[src/rtl/cpk_pkg.sv]
package cpk_pkg;
  typedef enum logic [1:0] {
    RES_OK   = 2'b00,
    RES_EOR  = 2'b01,
    RES_TERR = 2'b10
  } res_e;

  typedef struct packed {
    logic full;
    logic wreq;
    logic weor;
    logic reor;
    logic disco;
    logic attn;
    logic active;
    logic waitf;
  } flags_t;
endpackage

[src/rtl/cpk_shift_reg.sv]
module cpk_shift_reg #(
  parameter int CHAR_W = 6,
  parameter int CHARS  = 6,
  localparam int WORD_W = CHAR_W * CHARS
) (
  input  logic              clk,
  input  logic              rst,
  input  logic              ld_word,
  input  logic              shift_in,
  input  logic              rot,
  input  logic [WORD_W-1:0] word_in,
  input  logic [CHAR_W-1:0] char_in,
  output logic [WORD_W-1:0] word_q
);
  localparam int LOW_W = WORD_W - CHAR_W;

  logic [LOW_W-1:0]  low_part;
  logic [CHAR_W-1:0] top_char;

  assign low_part = word_q[LOW_W-1:0];
  assign top_char = word_q[WORD_W-1 -: CHAR_W];

  always_ff @(posedge clk) begin
    if (rst) begin
      word_q <= '0;
    end else if (ld_word) begin
      word_q <= word_in;
    end else if (shift_in) begin
      word_q <= {low_part, char_in};
    end else if (rot) begin
      word_q <= {low_part, top_char};
    end
  end
endmodule

[src/rtl/cpk_char_cnt.sv]
module cpk_char_cnt #(
  parameter int CHARS = 6,
  localparam int CNT_W = $clog2(CHARS + 1)
) (
  input  logic             clk,
  input  logic             rst,
  input  logic             reload,
  input  logic             dec,
  output logic [CNT_W-1:0] cnt_q,
  output logic             last
);
  localparam logic [CNT_W-1:0] FULL_CNT = CNT_W'(CHARS);

  assign last = (cnt_q == CNT_W'(1));

  always_ff @(posedge clk) begin
    if (rst) begin
      cnt_q <= FULL_CNT;
    end else if (reload) begin
      cnt_q <= FULL_CNT;
    end else if (dec) begin
      cnt_q <= cnt_q - CNT_W'(1);
    end
  end
endmodule

[src/rtl/cpk_ctrl.sv]
module cpk_ctrl
  import cpk_pkg::*;
(
  input  logic   req_stb,
  input  logic   req_wr,
  input  logic   req_chr,
  input  logic   q_weor,
  input  logic   q_reor,
  input  logic   q_disc,
  input  logic   ctl_start,
  input  logic   ctl_stop,
  input  logic   ctl_weor,
  input  flags_t flg,
  input  logic   cnt_last,
  output res_e   res,
  output logic   ld_word,
  output logic   shift_in,
  output logic   rot,
  output logic   cnt_reload,
  output logic   cnt_dec,
  output flags_t flg_nx,
  output logic   ioc_nx
);
  logic empty_side;

  // overrun on write when full, underrun on read when empty
  assign empty_side = req_wr ? flg.full : ~flg.full;

  always_comb begin
    flg_nx     = flg;
    res        = RES_OK;
    ld_word    = 1'b0;
    shift_in   = 1'b0;
    rot        = 1'b0;
    cnt_reload = 1'b0;
    cnt_dec    = 1'b0;
    ioc_nx     = 1'b0;

    if (req_stb) begin
      if (!req_wr && q_weor) begin
        flg_nx.weor = 1'b0;
        res         = RES_EOR;
      end else if (empty_side) begin
        if (flg.weor) begin
          if (req_wr) flg_nx.reor = 1'b1;
          else        flg_nx.wreq = 1'b1;
          flg_nx.weor  = 1'b0;
          flg_nx.waitf = 1'b0;
          res          = RES_EOR;
        end else begin
          if (flg.active) begin
            flg_nx.attn = 1'b1;
            ioc_nx      = ~q_disc;
          end
          flg_nx.disco = 1'b1;
          res          = RES_TERR;
        end
      end else if (req_wr) begin
        if (!req_chr) begin
          ld_word     = 1'b1;
          cnt_reload  = 1'b1;
          flg_nx.full = 1'b1;
          flg_nx.wreq = 1'b0;
        end else begin
          shift_in = 1'b1;
          if (cnt_last || q_reor) begin
            flg_nx.full = 1'b1;
            flg_nx.wreq = 1'b0;
            cnt_reload  = 1'b1;
          end else begin
            cnt_dec = 1'b1;
          end
        end
        if (q_reor) flg_nx.reor = 1'b1;
        if (q_weor) begin
          flg_nx.full = 1'b0;
          flg_nx.weor = 1'b0;
          res         = RES_EOR;
        end
      end else begin
        if (!req_chr) begin
          cnt_reload  = 1'b1;
          flg_nx.full = 1'b0;
        end else begin
          rot = 1'b1;
          if (cnt_last || q_reor) begin
            flg_nx.full = 1'b0;
            cnt_reload  = 1'b1;
          end else begin
            cnt_dec = 1'b1;
          end
        end
        if (q_reor) begin
          flg_nx.full = 1'b0;
          flg_nx.wreq = 1'b0;
          flg_nx.reor = 1'b1;
          cnt_reload  = 1'b1;
        end else begin
          flg_nx.wreq = 1'b1;
        end
      end
    end

    if (ctl_stop) begin
      flg_nx.active = 1'b0;
      flg_nx.waitf  = 1'b0;
      flg_nx.attn   = 1'b0;
    end
    if (ctl_start) begin
      flg_nx.active = 1'b1;
      flg_nx.waitf  = 1'b1;
      cnt_reload    = 1'b1;
    end
    if (ctl_weor) flg_nx.weor = 1'b1;
  end
endmodule

[src/rtl/cpk_asm_reg.sv]
module cpk_asm_reg
  import cpk_pkg::*;
#(
  parameter int CHAR_W = 6,
  parameter int CHARS  = 6,
  localparam int WORD_W = CHAR_W * CHARS,
  localparam int CNT_W  = $clog2(CHARS + 1)
) (
  input  logic              clk,
  input  logic              rst,
  input  logic              req_stb,
  input  logic              req_wr,
  input  logic              req_chr,
  input  logic              q_weor,
  input  logic              q_reor,
  input  logic              q_disc,
  input  logic              ctl_start,
  input  logic              ctl_stop,
  input  logic              ctl_weor,
  input  logic [WORD_W-1:0] word_in,
  input  logic [CHAR_W-1:0] char_in,
  output logic [1:0]        result,
  output logic [WORD_W-1:0] word_out,
  output logic [CHAR_W-1:0] char_out,
  output logic [CNT_W-1:0]  char_cnt,
  output logic              st_full,
  output logic              st_wreq,
  output logic              st_weor,
  output logic              st_reor,
  output logic              st_disco,
  output logic              st_attn,
  output logic              st_active,
  output logic              st_wait,
  output logic              io_check
);
  flags_t flg_q, flg_nx;
  res_e   res;
  logic   ld_word, shift_in, rot, cnt_reload, cnt_dec, cnt_last, ioc_nx;

  cpk_ctrl u_ctrl (
    .req_stb    (req_stb),
    .req_wr     (req_wr),
    .req_chr    (req_chr),
    .q_weor     (q_weor),
    .q_reor     (q_reor),
    .q_disc     (q_disc),
    .ctl_start  (ctl_start),
    .ctl_stop   (ctl_stop),
    .ctl_weor   (ctl_weor),
    .flg        (flg_q),
    .cnt_last   (cnt_last),
    .res        (res),
    .ld_word    (ld_word),
    .shift_in   (shift_in),
    .rot        (rot),
    .cnt_reload (cnt_reload),
    .cnt_dec    (cnt_dec),
    .flg_nx     (flg_nx),
    .ioc_nx     (ioc_nx)
  );

  cpk_shift_reg #(.CHAR_W(CHAR_W), .CHARS(CHARS)) u_sreg (
    .clk      (clk),
    .rst      (rst),
    .ld_word  (ld_word),
    .shift_in (shift_in),
    .rot      (rot),
    .word_in  (word_in),
    .char_in  (char_in),
    .word_q   (word_out)
  );

  cpk_char_cnt #(.CHARS(CHARS)) u_cnt (
    .clk    (clk),
    .rst    (rst),
    .reload (cnt_reload),
    .dec    (cnt_dec),
    .cnt_q  (char_cnt),
    .last   (cnt_last)
  );

  always_ff @(posedge clk) begin
    if (rst) begin
      flg_q    <= '0;
      io_check <= 1'b0;
    end else begin
      flg_q    <= flg_nx;
      io_check <= ioc_nx;
    end
  end

  assign result    = res;
  assign char_out  = word_out[WORD_W-1 -: CHAR_W];
  assign st_full   = flg_q.full;
  assign st_wreq   = flg_q.wreq;
  assign st_weor   = flg_q.weor;
  assign st_reor   = flg_q.reor;
  assign st_disco  = flg_q.disco;
  assign st_attn   = flg_q.attn;
  assign st_active = flg_q.active;
  assign st_wait   = flg_q.waitf;
endmodule

[config.mk]
export PLATFORM = sky130hd
export DESIGN_NAME = cpk_asm_reg
export DESIGN_NICKNAME = d
export VERILOG_FILES = /design/src/rtl/cpk_pkg.sv /design/src/rtl/cpk_shift_reg.sv /design/src/rtl/cpk_char_cnt.sv /design/src/rtl/cpk_ctrl.sv /design/src/rtl/cpk_asm_reg.sv
export SDC_FILE = /design/constraint.sdc
export NUM_CORES = 1
export LEC_CHECK = 0
export BUFFER_PORTS_ARGS = -buffer_cell sky130_fd_sc_hd__buf_2
export CORE_MARGIN = 2
export CORE_UTILIZATION = 45
export DETAILED_ROUTE_END_ITERATION = 10
export MAX_ROUTING_LAYER = met4
export PLACE_DENSITY = 0.76
export SKIP_LAST_GASP = 1
export SYNTH_ARGS = -nofsm -noshare
export SYNTH_HDL_FRONTEND = slang
export SYNTH_SLANG_ARGS = --single-unit
[constraint.sdc]
create_clock -name clk -period 1.8 [get_ports clk]
set_input_delay 0.36 -clock clk [delete_from_list [all_inputs] [get_ports clk]]
set_output_delay 0.36 -clock clk [all_outputs]
set_load 0.02 [all_outputs]
======== After elaboration in Yosys (flattened, before gate mapping) ========
Cells that the tools add are included.
operators by class
  add/sub/neg operators ................... 1
  eq/ne operators ......................... 8
  mux-type cells .......................... 68
  bitwise logic cells ..................... 7
  reduce and logical (&&, ||, !) cells .... 22
operator list
  operator                                               number
  two-way mux 36 bit                                     3
  two-way mux 1 bit                                      46
  two-way mux 2 bit                                      15
  AND reduction 5 bit                                    4
  nonzero test 3 bit                                     4
  two-way mux 3 bit                                      3
  AND reduction 4 bit                                    2
  nonzero test 4 bit                                     2
  inequality test 7 x 3 -> 1 bit, second input constant  1
  NOT 1 bit                                              7
  inequality test 2 bit, second input constant           3
  nonzero test 2 bit                                     3
  OR reduction 6 bit                                     1
  inequality test 5 x 3 -> 1 bit, second input constant  1
  two-way mux 4 bit                                      1
  inequality test 4 x 2 -> 1 bit, second input constant  1
  OR reduction 2 bit                                     2
  == test 3 x 1 -> 1 bit, second input constant          1
  inequality test 3 bit, second input constant           1
  AND reduction 3 bit                                    1
  subtractor 3 x 1 -> 3 bit, second input constant       1
  logical AND 1 bit                                      1
  zero test 1 bit                                        1
  logical OR 1 bit                                       1
word-level totals
  output and inout port bits .............. 56
  register bits ........................... 48
  logic and storage cells ................. 117

======== Depth between registers and ports, before layout ========
Gate-level depths: netlist (run 1).
  depth in word-level cells ............... 13
  mapped depth ............................ 8
  gate-level depth less buffers ........... 6

======== Modules after synthesis ========
Synthesis (run 1) repeated with hierarchy kept, for this count alone.
unflattened totals
  cells, all modules ...................... 261
  area total of the unflattened synthesis .. 2595.0 µm²
by module, submodules not included
  module         sequential area each (µm²)  cells each  times used  area an instance (µm²)
  cpk_shift_reg  720.7                       176         1           1831.8
  cpk_ctrl       0.0                         45          1           329.1
  cpk_asm_reg    180.2                       24          1           281.5
  cpk_char_cnt   60.1                        16          1           152.6

======== Least setup slack after synthesis (run 1) ========
No wires, ideal clock.
  path kind ............................... register to output
  start point ............................. register flg_q, in the netlist st_full
  end point ............................... output result[0]
  buffers on the path ..................... 1
  stages on the path, launching flop included .. 6
  slack ................................... -0.093 ns
  arrival time ............................ 1.533 ns
  required time ........................... 1.440 ns
  cell sequence ........................... dfxtp_1 > ha_1 > buf_4 > inv_1 > nand2_1 > a21boi_0
on the way
  longest elaborated chain between the ends .. 5
ends and longest elaborated chain
  item                    line               text
  from (decl)             cpk_asm_reg.sv:36  flags_t flg_q, flg_nx;
  from (signal assigned)  cpk_asm_reg.sv:87  flg_q <= flg_nx;
  NOT 1 bit               cpk_ctrl.sv:27     assign empty_side = req_wr ? flg.full : ~flg.full;
  two-way mux 1 bit (*)   cpk_ctrl.sv:27
  two-way mux 2 bit (*)   cpk_ctrl.sv:43     end else if (empty_side) begin
  two-way mux 2 bit (*)   cpk_ctrl.sv:40     if (!req_wr && q_weor) begin
  two-way mux 2 bit (*)   cpk_ctrl.sv:39     if (req_stb) begin
  to (decl)               cpk_asm_reg.sv:22  output logic [1:0] result,
Every way passes the cells marked *; elsewhere a longest branch is shown, timed or not.

======== Worst setup path in the final report (run 1) ========
Ends and elaborated chain as after synthesis.

==> results list, run 1 <==
* Initial antenna violation count: 0
- The tightest hold path in the finished design has a slack of 214 ps.
* Final Instance Area: 3280 sq um
- Total grt overflow: 0
- Overall track demand over capacity in global routing: 0.206
* Final number of max-transition violations: 0
* Horiz. Die Dim: 79.8 microns
* Final setup violating endpoints: 0
- Derived from the worst setup path, the maximum achievable clock frequency is 0.575 GHz.
- TritonCTS sink count: 48
- Number of primary I/O pins: 109
* Synth-to-layout area growth: 27.1%
* Launch point of the worst hold path: q_disc
- Post-CTS setup-driven buffer insertion count: 0
- Sequential share of the synthesized area: 0.372
- Worst path cell trace: ha_4 -> inv_1 -> nand2_1 -> a21boi_1 -> buf_4
- Worst voltage drop across the vdd grid: 372 uV
* Fin nets: 413
- The worst setup path is of the reg2out kind.
* Transition time at the pin with the least slew margin: about 650 ps
* DR DRC count: 0
* Tot Pwr: 2580 uW
- MaxCap Viol Count: 0
- Wire length of the first global-routing pass: approximately 10 mm
- Ratio of total power to cell area: just under 800 nW/um^2
* Post-Synthesis Net Count: 315
- Total of hold buffers inserted after clock tree synthesis: 0
- Nature of the critical path endpoint: output port
- Post-Syn Instances: 259
- First-pass detailed-route iteration total: 4
- In the final layout, the share of cells above drive strength 1 is 0.486.
* DIE AREA: 6360 sq um
- Leak: 0.00142 uW
- Normalized max-slew margin: 0.570
- Counting cells, the worst reg-to-reg path comes to 6.
* Top cell type's share of synthesized area: 0.372
- Counting along the longest clock path gives a buffer depth of 2.
* Via-to-Cell Ratio: 5.13
- The largest single stage delay on the critical path is 380 ps.
- The complex-gate fraction of the synthesized area is 0.247.
- Number of nets with antenna violations after detailed routing: 0
* Weighted congestion reported at the end of routability-driven placement: 0.828
- Detail Placement HPWL: 4.78 mm
- Data on the critical path is required at its endpoint by 1440 ps.
- Of the total synthesized cell area, the portion taken by AND, OR, NAND and NOR gates is 0.138.
- Core region area: 5540 sq um
* RSZ-0062 raised after global routing: true
- Clk Latency, worst-skew pair: 300 ps
- The tightest min-delay check is of the in2reg type.
- Routed wirelength normalized by instance count: 14.4 microns
* TritonCTS clock tree: built
- Final Hold Viols: 0
* Ranking of synthesized cells by area: sky130_fd_sc_hd__dfxtp_1 (37%), sky130_fd_sc_hd__a211oi_2 (15%), sky130_fd_sc_hd__mux2i_1 (14%), sky130_fd_sc_hd__nor2_1 (4.1%), sky130_fd_sc_hd__buf_4 (3.5%)
* Critical path's top delay family: flip-flops
* Reg2reg setup slack: 160 ps
* Antenna diode count: 0
- Buffers and inverters on the worst path: 2
- After synthesis the cells add up to 2580 sq um.
* Via count: 2208
- Once placement completed, the tool counted placed cells totaling 422.
* Main combinational cell family by area after synthesis: compound AO/OA/AOI/OAI gates
* Xor/xnor share of the synthesized area: 0
- On the final layout, the worst clock skew is 8.17 ps.
* Die Y: about 80 microns
* Launching element type of the critical path: flip-flop
- The slowest stage of the critical path belongs to the cell sky130_fd_sc_hd__dfxtp_2.
* Sum of negative setup slack: 0 ps
- The flow ran to the end, and the final reports show no timing, DRC or antenna violations.
- For this block, the routed nets add up to 6.20 mm of wire.
- Drt first-iter violations: 83
- The most critical setup path has its startpoint at st_full.
- In this run the tool buffered the top-level ports with roughly 110 buffer cells.
* Worst R2R End: u_cnt.cnt_q[2]
* Number of buffers created by CTS: 5
- Placed cell area: 3140 sq um
- Portion of netlist area occupied by mux cells: 0.140
- Row count: 27
* Worst-path maximum fanout: 9
* Cell chosen for the clock root: sky130_fd_sc_hd__clkbuf_8
- Entering global routing, the biggest net connects 31 pins.
* Worst EP arrival: about 1400 ps
- Post-CTS clock slew at the launch and capture registers of the worst setup and hold paths: 80 ps
* Hold path cells: 2
* Warnings from Yosys: 0
- Summed over all instances, the cell type with the most area after synthesis is sky130_fd_sc_hd__dfxtp_1.
* Worst hold endpoint: io_check
* Avg Cell Area, Syn: 9.97 sq um
* Number of distinct library cells after synthesis: 41
* Ratio of final minimum period to clock period: 0.966
* Worst R2R Start: u_cnt.cnt_q[1]
* Maximum level of the CTS H-tree: 2
* Post-synthesis adder-cell area fraction: 0.0145
* Shortest period the worst path allows: approximately 1700 ps
- Number of global-route vias before repair: 2136
- Once layout is complete, the cells apart from fillers number 430.
* Total of flip-flops plus latches after synthesis: 48
- Effective utilization at floorplan: 0.466
-- state kept, by name, summed over array words and instances (netlist names) --
signal and flops:
st_disco 1, st_reor 1, st_weor 1, io_check 1
u_cnt.cnt_q 3, st_attn 1, st_full 1, st_wait 1
u_sreg.word_q 36, st_wreq 1, st_active 1
-- worst reg2reg max path: cells and delay by family, from the launching register on --
kind,cells,cell delay (ps)
compound gates,1,300
flops,1,360
buf+inv,1,70
simple gates,3,640
fa+ha+maj,1,170
-- cells in the mapped netlist, drive strengths merged --
master	number
nand2b	1
nor2b	2
o31a	1
a21boi	2
a21o	1
nand3	1
a2111oi	1
o211ai	6
nor3b	1
ha	3
nand4	3
o221a	2
o21a	2
a21oi	11
o21bai	1
nor3	2
nor2	39
a211oi	31
a211o	2
dfxtp	48
o21ai	5
and2	1
buf	21
and3	2
nand2	19
clkbuf	5
mux2i	36
a31oi	2
nor4b	1
inv	7
-- stage by stage --
step	setup slack, ps	utilization
after floorplan	8.81	-
after global placement	21.7	0.567
after detailed placement	-55.0	0.567
after CTS	52.0	0.591
after global routing	-15.2	0.592
final	61.3	0.592
-- cell usage in the layout, fill, tap and decap left out, types with 2 or more instances in the layout --
cell                       Yosys  routed
sky130_fd_sc_hd__dfxtp_1      48      47
sky130_fd_sc_hd__nand4_1       3       3
sky130_fd_sc_hd__nand2_1      19      19
sky130_fd_sc_hd__a211o_1       2       2
sky130_fd_sc_hd__clkbuf_8      0       6
sky130_fd_sc_hd__nor2_2       10      10
sky130_fd_sc_hd__ha_1          3       2
sky130_fd_sc_hd__a211oi_2     30      30
sky130_fd_sc_hd__nor2_1       28      28
sky130_fd_sc_hd__a31oi_1       2       2
sky130_fd_sc_hd__o211ai_1      6       6
sky130_fd_sc_hd__and3_1        2       2
sky130_fd_sc_hd__inv_1         6       6
sky130_fd_sc_hd__o221a_1       2       2
sky130_fd_sc_hd__buf_12        1       5
sky130_fd_sc_hd__buf_2         3     107
sky130_fd_sc_hd__buf_4        12       5
sky130_fd_sc_hd__mux2i_1      36      36
sky130_fd_sc_hd__a21oi_1      11      11
sky130_fd_sc_hd__o21ai_0       4       4
-- how the worst max path moves through the flow --
stage	end	slack (ps)	cells after the start
floorplan	result[1]	9	3
finish	result[0]	60	5
detailed placement	u_sreg.word_q[31]	-60	7
global placement	u_sreg.word_q[1]	20	7
CTS	result[0]	50	4
global route	result[0]	-20	5
-- where the power goes --
part	internal [uW]	switching, uW
Clock	454	357
Combinational	248	343
Sequential	1120	55.3
-- logic make-up after synthesis --
| logic type | after synthesis |
|---|---|
| buffers and inverters | 33 |
| muxes | 36 |
| DFF | 48 |
| adders and majority gates | 3 |
| and+or+nand+nor | 72 |
| AOI/OAI and AO/OA | 67 |
-- area by class of cell --
class | instances | area, sq um
Clock inverter | 2 | 38.8
Inverter | 7 | 26.3
Fill cell | 508 | 2260
Multi-Input combinational cell | 178 | 1410
Clock buffer | 6 | 82.6
Tap cell | 72 | 90.1
Sequential cell | 48 | 962
Timing Repair Buffer | 117 | 673
-- layer usage --
metal  GRT usage  vias up  part of all wire
li1            -     1123                 -
met3      0.0464       14             0.054
met2       0.340       66              0.47
met4      0.0763        0             0.023
met1       0.245     1005              0.45
met5           -        -                 0
-- what timing repair did --
action,in CTS,in global routing
setup endpoints to repair,2,2
cloned,0,0
resized for setup,3,2
No activity file was read; power rests on OpenSTA's default activity.
==> run 2: changes to the inputs <==
--- a/config.mk
+++ b/config.mk
@@ -5,12 +5,14 @@
 export SDC_FILE = /design/constraint.sdc
 export NUM_CORES = 1
 export LEC_CHECK = 0
+export ABC_AREA = 1
 export BUFFER_PORTS_ARGS = -buffer_cell sky130_fd_sc_hd__buf_2
+export CORE_ASPECT_RATIO = 0.9
 export CORE_MARGIN = 2
 export CORE_UTILIZATION = 45
 export DETAILED_ROUTE_END_ITERATION = 10
 export MAX_ROUTING_LAYER = met4
-export PLACE_DENSITY = 0.76
+export PLACE_DENSITY = 0.75
 export SKIP_LAST_GASP = 1
 export SYNTH_ARGS = -nofsm -noshare
 export SYNTH_HDL_FRONTEND = slang
==> constraint.sdc (replaced) <==
create_clock -name clk -period 1.8 [get_ports clk]
set_input_delay 0.27 -clock clk [delete_from_list [all_inputs] [get_ports clk]]
set_output_delay 0.27 -clock clk [all_outputs]
set_load 0.02 [all_outputs]
==> run 2 against run 1 <==
First-iteration DRC count increased by 140%. Power decreased by 9.0%. Combinational power decreased by 8.5%. Highest routed layer unchanged. Critical endpoint unchanged. Critical path type unchanged.
==> results list, run 2 <==
- Outcome: finished, final reports clean
- Row count: 26 (-3.7%)
* TritonCTS sink count: 48 (unchanged)
* Antenna diode count: 0 (unchanged)
- Leaving out fill and tap cells, the most frequent cell in the layout is sky130_fd_sc_hd__buf_2.
- The peak supply drop was 421 uV (+13%).
* Warnings from Yosys: 0 (unchanged)
- Number of buffers created by CTS: 5 (unchanged)
* Total of flip-flops plus latches after synthesis: 48 (unchanged)
- The number of hold violations in the final report came to 0 (unchanged).
- Post-CTS clock slew at the launch and capture registers of the worst setup and hold paths: 90 ps (about the same)
- Biggest register: u_sreg.word_q
- The global placement routability congestion is 0.838 (+1.2%).
- Shortest period the worst path allows: 1690 ps (-45.5 ps)
- Worst-path maximum fanout: 6 (-3)
- Post-Synthesis Net Count: 443 (+41%)
* Sum of negative setup slack: 0 ps (unchanged)
- In this run the critical register-to-register path is launched from st_full.
- RSZ-0062 raised after global routing: false
- The worst hold path stage count is 2 (unchanged).
* Ranking of synthesized cells by area: sky130_fd_sc_hd__dfxtp_1 (36%), sky130_fd_sc_hd__nand2_1 (14%), sky130_fd_sc_hd__nor2_1 (13%), sky130_fd_sc_hd__nand3_2 (11%), sky130_fd_sc_hd__o21ai_0 (6.3%)
- The tightest min-delay check is of the in2reg type.
- The total wirelength of the detailed-routed design came to 7.17 mm (+16%).
* Reg2reg setup slack: 240 ps (+80 ps)
- The average wire per cell in the routed design is 12.9 microns (-11%).
- The largest clock skew in the final design came to 7.82 ps (-0.358 ps).
* Pin count of the biggest net entering global routing: 41 (+32%)
* Wire length of the first global-routing pass: 11.6 mm (+16%)
* Worst R2R End: u_sreg.word_q[31]
* Ratio of total power to cell area: 715 nW/um^2 (-9.1%)
- Reg area: 962 sq um (unchanged)
- In this run the worst setup path begins at st_full.
- Top cell type's share of synthesized area: 0.358 (-0.0137)
- Last element of the critical path: result[0]
* Count of non-filler cells in the finished layout: 556 (+29%)
* Post-Route Utilization: 0.574 (-0.0183)
- The count of cells along the worst register-to-register path was 8 (+2).
- Number of nets with antenna violations after detailed routing: 0 (unchanged)
- Effective utilization at floorplan: 0.468 (+0.00219)
- The fraction of layout cells with a size suffix above 1 is 0.342 (-0.144).
* Fin nets: 542 (+31%)
- Drt first-iter violations: 201 (+140%)
- Core region area: 5730 sq um (+3.3%)
- First-pass detailed-route iteration total: 5 (+1)
- Via-to-Cell Ratio: 4.98 (-3.1%)
- In the synthesized netlist the dominant register cell turns out to be sky130_fd_sc_hd__dfxtp_1.
* Number of instances in the placed design: 549 (+30%)
- Synthesized area: 2680 sq um (+3.8%)
* Most frequent cells after synthesis: sky130_fd_sc_hd__nand2_1 (100), sky130_fd_sc_hd__nor2_1 (91), sky130_fd_sc_hd__dfxtp_1 (48)
- TritonCTS clock tree: built
- The actual slew at the worst max-slew pin came to 502 ps (-143 ps).
* Post-Syn Instances: 387 (+49%)
- The maximum clock insertion buffer count came to 2 (unchanged).
- Number of global-route vias before repair: 2372 (+11%)
- The clock latency on the worst-skew pair came to 300 ps (about the same).
- Area of the multi-input gates: 1450 sq um (+3.0%)
- The most common cell in the synthesized netlist is sky130_fd_sc_hd__nand2_1.
- Most frequent cells in the layout: sky130_fd_sc_hd__buf_2 (108), sky130_fd_sc_hd__nand2_1 (100), sky130_fd_sc_hd__nor2_1 (90)
* Final setup violating endpoints: 0 (unchanged)
* Avg Cell Area, Syn: 6.93 sq um (-31%)
* Largest registers: u_sreg.word_q (36), u_cnt.cnt_q (3)
* Max FFs per register: 36 (unchanged)
* Number of primary I/O pins: 109 (unchanged)
- The number of antenna violations at the first check in global routing came to 0 (unchanged).
- Ratio of final minimum period to clock period: 0.941 (-0.0253)
- The post-cts hold buffer count was 0 (unchanged).
* Maximum level of the CTS H-tree: 2 (unchanged)
- The fraction of synthesis flops using an asynchronous set or reset pin came to 0 (unchanged).
- sky130_fd_sc_hd__dfxtp_1 takes more of the synthesized area than any other cell.
* MaxCap Viol Count: 0 (unchanged)
- Synth-to-layout area growth: 22.6%
- STA classifies the critical path startpoint as a flip-flop.
* Overall track demand over capacity in global routing: 0.225 (+0.0200)
- The die width was 85.4 microns (+7.0%).
- The endpoint arrival time on the critical path is 1420 ps (+40 ps).
* Leak: 0.00177 uW (+25%)
- Fill cells: 561 (+10%)
- The die height is 77.2 microns (-3.2%).
- The worst setup path is captured at an output port.
* Final number of max-transition violations: 0 (unchanged)
- The fmax came to 0.591 GHz (+2.7%).
- Port Buffers: 108 (unchanged)
- The remaining max-slew budget at the tightest pin came to 0.665 (+0.0951).
- The detailed placer's ending HPWL came to 5.15 mm (+7.7%).
- The worst setup path is of the reg2out kind.
- The sequential-to-total area share from yosys stat came to 0.358 (-0.0137).
- The number of flops mapped to enable cells by yosys came to 0 (unchanged).
* DIE AREA: 6590 sq um (+3.6%)
- The overflow left after global routing came to 0 (unchanged).
- DR DRC count: 0 (unchanged)
- The tree is rooted in a sky130_fd_sc_hd__clkbuf_8.
- Number of distinct library cells after synthesis: 24 (-41%)
- The total via count after detailed routing is 2767 (+25%).
* Required arrival time at the worst endpoint: 1530 ps (+90 ps)
==> run 2: changes by cell type in the layout (fill, tap and decap cells not counted), moves of 29 or more <==
cell                       before  now
sky130_fd_sc_hd__mux2i_1       36    0
sky130_fd_sc_hd__nand3_2        0   30
sky130_fd_sc_hd__o21ai_0        4   33
sky130_fd_sc_hd__nor2_1        28   90
sky130_fd_sc_hd__nand2_1       19  100
sky130_fd_sc_hd__a211oi_2      30    0
==> run 2: logic make-up after synthesis <==
group                    count (synthesis)  share of synthesized area
AND/OR/NAND/NOR                        241                      0.423
AO/OA/AOI/OAI                           50                     0.0966
flip-flops                              48                      0.358
buffers and inverters                   45                      0.108
adder cells (fa/ha/maj)                  3                     0.0140
==> run 2: timing repair <==
item	4_1_cts	5_1_grt
setup buffers	0	0
setup endpoints to repair	2	10
gates cloned	0	0
resized for setup	3	3
==> run 2: worst min-delay path by stage <==
| stage | start | end |
|---|---|---|
| 2_1_floorplan | rst | st_full |
| 3_3_place_gp | st_attn | st_attn |
| 3_5_place_dp | q_disc | io_check |
| 4_1_cts | q_disc | io_check |
| 5_1_grt | q_disc | io_check |
| 6_report | q_disc | io_check |
==> run 2: metrics by stage <==
stage | setup WS [ps] | hold slack [ps] | area [sq um] | power [uW]
CTS | -26.1 | 114 | 3270 | 2350
detailed placement | 35.1 | 435 | 3190 | 1740
floorplan | 185 | 339 | 2680 | 1550
global placement | 67.5 | 433 | 3190 | 1740
finish | 107 | 118 | 3290 | 2350
global route | 32.7 | 125 | 3290 | 2470
==> run 2: worst max-delay path, cell delays in order (launching register included) <==
cell,delay [ps]
sky130_fd_sc_hd__dfxtp_2,350
sky130_fd_sc_hd__ha_4,320
sky130_fd_sc_hd__inv_2,60
sky130_fd_sc_hd__o21ai_1,170
sky130_fd_sc_hd__a21oi_1,60
sky130_fd_sc_hd__buf_2,160
==> run 2: final cells by class <==
class                           count  area share
Clock buffer                        6      0.0221
Clock inverter                      1     0.00152
Inverter                           17      0.0198
Multi-Input combinational cell    294       0.442
Sequential cell                    48       0.293
Tap cell                           70      0.0266
Timing Repair Buffer              120       0.196
==> run 2: layer usage <==
layer | up-vias | GRT usage | wire length (microns)
li1 | 1425 | - | -
met2 | 95 | 0.327 | 3250
met4 | 0 | 0.0476 | 65
met1 | 1241 | 0.322 | 3350
met3 | 6 | 0.0495 | 506
met5 | - | - | 0
==> run 2: report_power, final <==
| group | internal, uW | leakage [uW] | switching, uW |
|---|---|---|---|
| Sequential | 1130 | 0.000394 | 55.5 |
| Combinational | 196 | 0.00134 | 345 |
| Clock | 265 | 0.0000410 | 361 |
| Total | 1590 | 0.00177 | 761 |
==> run 3: changes to the inputs <==
--- a/config.mk
+++ b/config.mk
@@ -5,14 +5,14 @@
 export SDC_FILE = /design/constraint.sdc
 export NUM_CORES = 1
 export LEC_CHECK = 0
-export ABC_AREA = 1
+export ABC_AREA = 0
 export BUFFER_PORTS_ARGS = -buffer_cell sky130_fd_sc_hd__buf_2
-export CORE_ASPECT_RATIO = 0.9
+export CORE_ASPECT_RATIO = 1.25
 export CORE_MARGIN = 2
 export CORE_UTILIZATION = 45
 export DETAILED_ROUTE_END_ITERATION = 10
 export MAX_ROUTING_LAYER = met4
-export PLACE_DENSITY = 0.75
+export PLACE_DENSITY = 0.76
 export SKIP_LAST_GASP = 1
 export SYNTH_ARGS = -nofsm -noshare
 export SYNTH_HDL_FRONTEND = slang
==> run 3 against run 2 <==
Sequential cell count unchanged. Routed wire length shrank 15%. Via count is 20% lower. Register-to-register slack worse by 80 ps. Clock power is 32% higher. Cell area is 0.84% lower. First-iteration DRC count down 39%. Non-clock buffer count shrank 5. Die area shrank 3.5%. Final cell count is 24% lower. Sequential share of layout area rose by 0.32 points. Largest cell class unchanged.
==> results list, run 3 (synthesis results as in run 1) <==
* Outcome: finished, final reports clean
* First-pass detailed-route iteration total: 4 (-1)
* Shortest period the worst path allows: 1640 ps (-52.9 ps)
* Biggest register: u_sreg.word_q
* Placed cell area: 3120 sq um (-2.1%)
- Worst voltage drop across the vdd grid: 640 uV (+52%)
* Combinational cell fraction of total power: 0.226 (-0.004)
- The deepest level of the CTS H-tree came to 2 (unchanged).
- DIE AREA: 6360 sq um (-3.5%)
- The worst slack on hold paths came to 127 ps (+9.36 ps).
- The count of nets left with antenna violations after detail routing is 0 (unchanged).
* Synth-to-layout area growth: 26.2%
- Final Hold Viols: 0 (unchanged)
- On the critical path, the stage with the largest delay is an instance of sky130_fd_sc_hd__dfxtp_1.
- The number of placement rows is 30 (+15%).
- Total detailed-routing wirelength: 6.06 mm (-15%)
- Buffer levels on the longest clock path: 2 (unchanged)
- Maximum single-stage delay on the critical path: 370 ps (+20 ps)
- Worst-path maximum fanout: 7 (+1)
- In this design, the largest share of critical-path delay is due to simple AND/OR/NAND/NOR gates.
- Traced cell by cell, the critical path runs through inv_1 -> ha_1 -> nor2b_1 -> nor3b_4 -> nand4_1 -> a211o_1.
- Switching power share of the total: 0.296 (-0.0276)
- Leading cell type in the layout, fill and taps excluded: sky130_fd_sc_hd__buf_2
- The largest registers in the layout are u_sreg.word_q (36), u_cnt.cnt_q (3).
* MaxCap Viol Count: 0 (unchanged)
- The setup total negative slack was 0 ps (unchanged).
- The worst setup path is of the reg2reg kind.
* Number of primary I/O pins: 109 (unchanged)
* Horiz. Die Dim: 71.8 microns (-16%)
- The post-cts hold buffer count came to 0 (unchanged).
- Launching element type of the critical path: flip-flop
- The post-route fraction of the period consumed by the critical path was 0.911 (-0.0294).
- The flip-flop count of the largest register after layout came to 36 (unchanged).
* Total grt overflow: 0 (unchanged)
- Drt first-iter violations: 123 (-39%)
- The power per cell area is 795 nW/um^2 (+11%).
* Sequential share of power: 0.455 (-0.048)
- Transition time at the pin with the least slew margin: 508 ps (+5.84 ps)
* Leak: 0.00141 uW (-20%)
- Cell chosen for the clock root: sky130_fd_sc_hd__clkbuf_8
- The number of nets at the end of the flow came to 411 (-24%).
- The clock latency on the worst-skew pair is 300 ps (about the same).
- Routed wirelength normalized by instance count: 14.4 microns (+12%)
* RSZ-0062 raised after global routing: false
- Final setup violating endpoints: 0 (unchanged)
- The remaining max-slew budget at the tightest pin was 0.659 (-0.00568).
- The switching component of the power is 768 uW (+0.93%).
* Final Skew: 9.17 ps (+1.36 ps)
- The clock buffer count from CTS came to 5 (unchanged).
- Tot Pwr: 2590 uW (+10%)
- Number of global-route vias before repair: 2062 (-13%)
* Weighted congestion reported at the end of routability-driven placement: 0.815 (-2.8%)
* Pin count of the biggest net entering global routing: 44 (+7.3%)
- The worst path required time came to 1990 ps (+460 ps).
- Overall track demand over capacity in global routing: 0.197 (-0.0281)
* Final number of max-transition violations: 0 (unchanged)
* Via-to-Cell Ratio: 5.27 (+5.8%)
- TritonCTS sink count: 48 (unchanged)
* Worst EP arrival: 1830 ps (+410 ps)
- Detail Placement HPWL: 4.60 mm (-11%)
- Internal Pwr Total: 1820 uW (+15%)
- Most frequent cells in the layout: sky130_fd_sc_hd__buf_2 (107), sky130_fd_sc_hd__dfxtp_1 (47), sky130_fd_sc_hd__mux2i_1 (36)
- The fmax was 0.610 GHz (+3.2%).
* Die Y: 88.7 microns (+15%)
* Clk pwr share: 0.319 (+0.052)
* Final Instance Area: 3260 sq um (-0.84%)
- STA classifies the critical path endpoint as a flip-flop.
* Wire length of the first global-routing pass: 9.75 mm (-16%)
- TritonCTS clock tree: built
- Min-Delay Path Class: in2reg
- The number of port buffers is 108 (unchanged).
- The remaining design rule violation count came to 0 (unchanged).
- The number of diodes added for antenna fixing came to 0 (unchanged).
- The fraction of layout cells with a size suffix above 1 is 0.486 (+0.144).
- The floorplan core area was 5480 sq um (-4.3%).
- Post-CTS clock slew at the launch and capture registers of the worst setup and hold paths: 90 ps (about the same)
* Effective utilization at floorplan: 0.471 (+0.00292)
* Buffers and inverters on the worst path: 1 (-1)
- Via count: 2212 (-20%)
- The number of antenna violations at the first check in global routing is 0 (unchanged).
[run 3: cell count changes in the layout (fill, tap and decap cells not counted), moves of 9 or more]
cell,before,now
sky130_fd_sc_hd__nor2_2,1,10
sky130_fd_sc_hd__nand3_1,14,1
sky130_fd_sc_hd__nor2_1,90,28
sky130_fd_sc_hd__nand2_1,100,19
sky130_fd_sc_hd__mux2i_1,0,36
sky130_fd_sc_hd__nand3_2,30,0
sky130_fd_sc_hd__o21ai_0,33,4
sky130_fd_sc_hd__a211oi_2,0,30
[run 3: cell type report]
class,instances,area [sq um]
inverter,7,26.3
tap,64,80.1
fill,474,2220
clock buffer,6,82.6
clock inverter,2,38.8
sequential,48,965
timing repair buffer,115,658
multi-input combinational,178,1410
[run 3: worst paths after layout]
check | startpoint | endpoint | slack, ps | cells past startpoint
worst min register to register | st_attn | st_attn | 460 | 2
worst max register to register | u_cnt.cnt_q[1] | u_cnt.cnt_q[2] | 160 | 6
worst min-delay path | q_disc | io_check | 130 | 2
worst max-delay path | u_cnt.cnt_q[1] | u_cnt.cnt_q[2] | 160 | 6
[run 3: power by group through the flow]
stage,Clock [uW],Combinational (uW),Sequential (uW)
global route,887,640,1190
floorplan,0,343,1270
global placement,0,576,1200
detailed placement,0,587,1200
CTS,840,593,1180
finish,826,587,1180
[run 3: per-layer routing]
metal / GRT usage / vias up / routed length, microns
li1: - / 1117 / -
met5: - / - / 0
met2: 0.329 / 79 / 2870
met3: 0.0444 / 7 / 430
met1: 0.241 / 1009 / 2680
met4: 0.0532 / 0 / 74
[run 3: repair_timing]
| action | CTS | global route |
|---|---|---|
| resized for setup | 4 | 2 |
| buffers inserted | 0 | 0 |
| setup endpoints to repair | 2 | 1 |
| pin swaps | 0 | 1 |
[run 3: per-stage QoR]
step,utilization,setup slack (ps),std cells
2_1_floorplan,-,84.1,259
3_3_place_gp,0.570,193,413
3_5_place_dp,0.570,145,413
4_1_cts,0.596,31.3,421
5_1_grt,0.595,40.5,420
6_report,0.595,160,420
